[config.mk]
export PLATFORM = sky130hd
export DESIGN_NAME = burst_addr_ctr
export DESIGN_NICKNAME = d
export VERILOG_FILES = /design/src/rtl/burst_ctr_pkg.sv /design/src/rtl/burst_beat_fsm.sv /design/src/rtl/burst_order_map.sv /design/src/rtl/burst_addr_ctr.sv
export SDC_FILE = /design/constraint.sdc
export NUM_CORES = 1
export LEC_CHECK = 0
export ABC_AREA = 1
export BUFFER_PORTS_ARGS = -buffer_cell sky130_fd_sc_hd__buf_4
export CORE_MARGIN = 3
export CORE_UTILIZATION = 45
export DETAILED_ROUTE_END_ITERATION = 10
export PLACE_DENSITY = 0.77
export SLEW_MARGIN = 40
export SYNTH_ARGS = -nofsm -noshare
export SYNTH_HDL_FRONTEND = slang
export SYNTH_HIERARCHICAL = 1
export SYNTH_SLANG_ARGS = --single-unit
[constraint.sdc]
create_clock -name clk -period 1.3 [get_ports clk]
set_clock_uncertainty 0.1 [all_clocks]
set_input_delay 0.065 -clock clk [delete_from_list [all_inputs] [get_ports clk]]
set_output_delay 0.065 -clock clk [all_outputs]
set_load 0.05 [all_outputs]
[src/rtl/burst_ctr_pkg.sv]
package burst_ctr_pkg;

    localparam int SEQ_W = 2;

    typedef enum logic [1:0] {
        BEAT0 = 2'd0,
        BEAT1 = 2'd1,
        BEAT2 = 2'd2,
        BEAT3 = 2'd3
    } beat_e;

    typedef enum logic {
        ORD_LINEAR = 1'b0,
        ORD_XOR    = 1'b1
    } order_e;

    // Successor of a beat; BEAT3 wraps to BEAT0.
    function automatic beat_e beat_succ(input beat_e b);
        beat_e n;
        unique case (b)
            BEAT0:   n = BEAT1;
            BEAT1:   n = BEAT2;
            BEAT2:   n = BEAT3;
            BEAT3:   n = BEAT0;
            default: n = BEAT0;
        endcase
        return n;
    endfunction

endpackage

[src/rtl/burst_beat_fsm.sv]
module burst_beat_fsm
    import burst_ctr_pkg::*;
#(
    parameter int AW = 16
) (
    input  logic          clk,
    input  logic          rst_n,
    input  logic          clk_en_n,
    input  logic          adv_ld,
    input  logic          order_sel,
    input  logic [AW-1:0] addr_in,
    output beat_e         beat,
    output order_e        order,
    output logic [AW-1:0] base
);

    beat_e          beat_q, beat_d;
    order_e         order_q, order_d;
    logic [AW-1:0]  base_q, base_d;

    // State register
    always_ff @(posedge clk or negedge rst_n) begin
        if (!rst_n) begin
            beat_q  <= BEAT0;
            order_q <= ORD_LINEAR;
            base_q  <= '0;
        end else begin
            beat_q  <= beat_d;
            order_q <= order_d;
            base_q  <= base_d;
        end
    end

    // Next-state: HOLD, LOAD, STEP / WRAP
    always_comb begin
        beat_d  = beat_q;
        order_d = order_q;
        base_d  = base_q;
        if (!clk_en_n) begin
            if (!adv_ld) begin
                beat_d  = BEAT0;
                order_d = order_e'(order_sel);
                base_d  = addr_in;
            end else begin
                unique case (beat_q)
                    BEAT0, BEAT1, BEAT2: beat_d = beat_succ(beat_q);
                    BEAT3:               beat_d = BEAT0;
                    default:             beat_d = BEAT0;
                endcase
            end
        end
    end

    assign beat  = beat_q;
    assign order = order_q;
    assign base  = base_q;

endmodule

[src/rtl/burst_order_map.sv]
module burst_order_map
    import burst_ctr_pkg::*;
(
    input  logic [SEQ_W-1:0] start_lo,
    input  beat_e            beat,
    input  order_e           order,
    output logic [SEQ_W-1:0] seq_lo
);

    logic [SEQ_W-1:0] lin_lo;
    logic [SEQ_W-1:0] xor_lo;

    assign lin_lo = start_lo + SEQ_W'(beat);
    assign xor_lo = start_lo ^ SEQ_W'(beat);

    always_comb begin
        unique case (order)
            ORD_LINEAR: seq_lo = lin_lo;
            ORD_XOR:    seq_lo = xor_lo;
            default:    seq_lo = lin_lo;
        endcase
    end

endmodule

[src/rtl/burst_addr_ctr.sv]
module burst_addr_ctr
    import burst_ctr_pkg::*;
#(
    parameter int AW = 16
) (
    input  logic          clk,
    input  logic          rst_n,
    input  logic          clk_en_n,
    input  logic          adv_ld,
    input  logic          order_sel,
    input  logic [AW-1:0] addr_in,
    output logic [AW-1:0] addr_out
);

    localparam int HI_W = AW - SEQ_W;

    beat_e            beat_w;
    order_e           order_w;
    logic [AW-1:0]    base_w;
    logic [SEQ_W-1:0] seq_lo_w;

    burst_beat_fsm #(.AW(AW)) u_fsm (
        .clk       (clk),
        .rst_n     (rst_n),
        .clk_en_n  (clk_en_n),
        .adv_ld    (adv_ld),
        .order_sel (order_sel),
        .addr_in   (addr_in),
        .beat      (beat_w),
        .order     (order_w),
        .base      (base_w)
    );

    burst_order_map u_map (
        .start_lo (base_w[SEQ_W-1:0]),
        .beat     (beat_w),
        .order    (order_w),
        .seq_lo   (seq_lo_w)
    );

    generate
        if (HI_W > 0) begin : g_hi
            assign addr_out = {base_w[AW-1:SEQ_W], seq_lo_w};
        end else begin : g_lo_only
            assign addr_out = seq_lo_w[AW-1:0];
        end
    endgenerate

endmodule

# [After elaboration in Yosys (flattened, before gate mapping)]
# Index checks and enable logic that the tools add are counted.
[totals] elab_cells=18 output_inout_bits=16 reg_bits=19
[classes] add_sub_neg=1 n_eq_ne=3 bitwise_logic=4 muxes=4 n_reduce_logical=3
[op_table] cell="$pmux W2 S2" n=2
[op_table] cell="$pmux W2 S3" n=1
[op_table] cell="$eq A2 B2 Y1 const B" n=2
[op_table] cell="$not A1 Y1" n=3
[op_table] cell="$reduce_or A3 Y1" n=1
[op_table] cell="$add A2 B2 Y2" n=1
[op_table] cell="$eq A2 B1 Y1 const B" n=1
[op_table] cell="$logic_not A2 Y1" n=1
[op_table] cell="$mux W2" n=1
[op_table] cell="$reduce_and A2 Y1" n=1
[op_table] cell="$xor A2 B2 Y2" n=1

# [Logic depth before layout (Yosys ltp)]
[logic_depth] depth_word=4 mapped_depth=6

# [By module]
# The synthesis kept the hierarchy.
[by_module_without_submodules] mod="burst_beat_fsm" cells_per_inst=88 instances=1 area_each_um2=778.2 seq_area_each_um2=475.5
[by_module_without_submodules] mod="burst_order_map" cells_per_inst=15 instances=1 area_each_um2=67.6 seq_area_each_um2=0.0

# [Least setup slack after synthesis]
# OpenSTA, ideal clock, no wires.
[synth_path] path_type="register -> output" start="register u_fsm.beat_q[0] (netlist: u_fsm/beat[0])" end="output addr_out[1]" arrival_time_ns=1.079 path_stages_with_launch=7 path_slack_ns=0.056 path_buffers=0 cell_sequence="dfrtp_1 > ha_1 > inv_1 > nor2_1 > nand3_1 > nand2_1 > inv_1"
[synth_via] elab_chain_len=2
[synth_lines] item="from (decl)" line_no="burst_beat_fsm.sv:17" rtl="beat_e beat_q, beat_d;"
[synth_lines] item="from (signal assigned)" line_no="burst_beat_fsm.sv:28" rtl="beat_q <= beat_d;"
[synth_lines] item="$add A2 B2 Y2" line_no="burst_order_map.sv:13" rtl="assign lin_lo = start_lo + SEQ_W'(beat);"
[synth_lines] item="$pmux W2 S2" line_no="burst_order_map.sv:17" rtl="unique case (order)"
[synth_lines] item="to (decl)" line_no="burst_addr_ctr.sv:12" rtl="output logic [AW-1:0] addr_out"
# No other way between the ends.

# [Worst setup path after layout]
[layout_path] start="register u_fsm.base_q[0] (netlist: u_fsm/base[0])" end="output addr_out[1]"
[layout_via] elab_chain_len=2
[layout_lines] item="from (decl)" line_no="burst_beat_fsm.sv:19" rtl="logic [AW-1:0] base_q, base_d;"
[layout_lines] item="from (signal assigned)" line_no="burst_beat_fsm.sv:30" rtl="base_q <= base_d;"
[layout_lines] item="$add A2 B2 Y2" line_no="burst_order_map.sv:13"
[layout_lines] item="$pmux W2 S2" line_no="burst_order_map.sv:17"
# No other way between the ends.

==> reports/metrics.cfg <==
[pwr]
ir_worst_vdd_mv=1.02
pwr-share-seq=0.414
p_sw_mw=0.723
p_int_mw=1.05
power_density_mw_per_mm2=1260
finalPower_mw=1.77
switching_share=0.408
combPwrFrac=0.413
power.share.clock=0.173
power_leakage_nw=0.786

[finish]
stdcell_count=188
final_layout_size_suffix_gt1_frac=0.288
diodes=0
nNetsFinal=188
area_delta_synth_final_pct=65.8
final_cell_area_mm2=0.00140

[timing]
slew_viol_final=0
min_period_ps=1550
maxSlewHeadroom=0.725
fin_ws_ps=-247
period_share=1.19
hold_violations=2
worstMarginPinSlew_ps=411
max_freq_mhz=647
hold_ws_ps=-11.7
rsz0062_at_grt=true
setup_violations=2

[floorplan]
ios=37
die_h_um=49.4
core_area_mm2=0.00175
dieArea_mm2=0.00244
initial_core_util=0.485
num_rows=15
die_w_um=49.4

[clock_network]
cts_tree=yes
numCtsBuffers=3
numClockSinks=19
clk-insertion-delay-late_ps=300
path_clk_slew_ps=110
cts_buffer_depth=2
cts_root_buf=clkbuf_4
htreeDepth=1

[detailed_routing]
wl_met1_um=1100
drt-total-wl_um=3070
highest_layer=met4
routed_via_density=4.89
ant_nets=0
wl_met2_um=1660
dr.pass1.iters=4
drc=0
via_count=919
drt_iter0_markers=13
route.met3.wl_um=135
wl_per_cell_um=16.3

[critical_path]
crit_fanout=2
cp-start-kind=register
arrival_ps=1380
cp-end-kind=output pin
worstPathRequired_ps=1130
timing_worst_setup_path_type=register to output pin

[synthesis]
synth_cells=103
yosysWarnings=6
synth_area_um2=846
synth-seq-cells=19
ys_types=11
syn_nets=127
ys_seq_area_frac=0.562
postSynthAreaPerCell_um2=8.21

[min_path]
hp-class=input port to register

[place]
place_congestion=0.756
dp.final_hpwl_um=1280
dpl_worst_slack_ps=58.8
place_area_mm2=0.00113
dp_cells=162
io_buffer_count=36

[global_routing]
grt_max_degree=20
track_usage=0.316
grt_pass1_vias=1152
antenna_found_initial=0
grt-ovfl-total=0
grt_pass1_wl_um=5550

[run_status]
outcome=finished with violations
failed_checks=hold timing, setup timing

[flow_run]
drv_cap=0

[layer usage]
layer	track usage	up-vias
met5	0	-
met3	0.0703	20
li1	-	426
met1	0.302	434
met4	0.199	0
met2	0.594	39
[power groups by stage]
stage	sequential [mW]	clock (mW)	combinational, mW
final	0.734	0.307	0.732
after global placement	0.729	0	0.586
after CTS	0.718	0.306	0.700
after global routing	0.745	0.344	0.780
after floorplan	0.919	0	0.205
after detailed placement	0.731	0	0.598
[path summary, 6_finish.rpt]
path / cells after the start / startpoint / slack [ps] / endpoint
max: 7 / u_fsm/base[0] / -250 / addr_out[1]
min: 4 / adv_ld / -10 / u_fsm/base[2]
max reg2reg: 5 / u_fsm/beat[0] / 50 / u_fsm/beat[1]
min reg2reg: 2 / u_fsm/base[13] / 390 / u_fsm/base[13]
max in group asynchronous: 2 / rst_n / 850 / u_fsm/beat[0]
min in group asynchronous: 2 / rst_n / 50 / u_fsm/base[13]
[cell usage after synthesis]
master	number	area, µm²
dfrtp_1	19	475
inv_2	1	3.75
buf_6	1	11.3
inv_1	8	30.0
buf_4	1	7.51
nor2_4	1	11.3
nand2_1	63	236
nand3_1	2	10.0
nor2_1	3	11.3
nand2_4	1	11.3
ha_1	3	37.5
[layout make-up]
type / count / area, µm²
repair buffers: 58 / 502
flip-flops and latches: 19 / 475
fillers: 108 / 343
multi-input cells: 73 / 333
inverters: 9 / 33.8
well taps: 25 / 31.3
clock buffers: 3 / 22.5
clock inverters: 1 / 5.00
[per-stage QoR]
stage	util	setup TNS, ps
floorplan	-	0
finish	0.804	-295
global route	0.804	-374
detailed placement	0.647	0
global placement	0.647	0
CTS	0.879	-231
[state kept, by name, summed over array words and instances, names as in the netlist]
name,cells
u_fsm/base,16
u_fsm/order,1
u_fsm/beat,2
[timing repair]
action | CTS | global route
hold endpoints to repair | 38 | 0
setup endpoints to repair | 2 | 18
hold buffers | 36 | 0
resized for setup | 3 | 5
setup buffers | 1 | 0
[logic make-up (layout without fill, tap and decap cells)]
| family | after synthesis | after routing | synth area share |
|---|---|---|---|
| buf+inv | 11 | 71 | 0.0621 |
| flops | 19 | 19 | 0.562 |
| simple gates | 70 | 70 | 0.331 |
| fa+ha+maj | 3 | 3 | 0.0444 |
[critical path, cell delays in order (launching register included)]
cell	delay, ps
dfrtp_1	440
ha_4	170
inv_2	40
nor2_2	90
nand3_1	80
nand2_1	70
inv_1	50
buf_6	140
[layout by cell type (no fill, tap or decap), drive strengths merged]
| cell | netlist | layout |
|---|---|---|
| nand2 | 64 | 64 |
| buf | 2 | 37 |
| dlygate4sd3 | 0 | 20 |
| dfrtp | 19 | 19 |
| inv | 9 | 9 |
| nor2 | 4 | 4 |
| clkbuf | 0 | 3 |
| ha | 3 | 3 |
| nand3 | 2 | 2 |
| clkinv | 0 | 1 |
| dlymetal6s4s | 0 | 1 |
No activity file was read; power rests on OpenSTA's default activity.
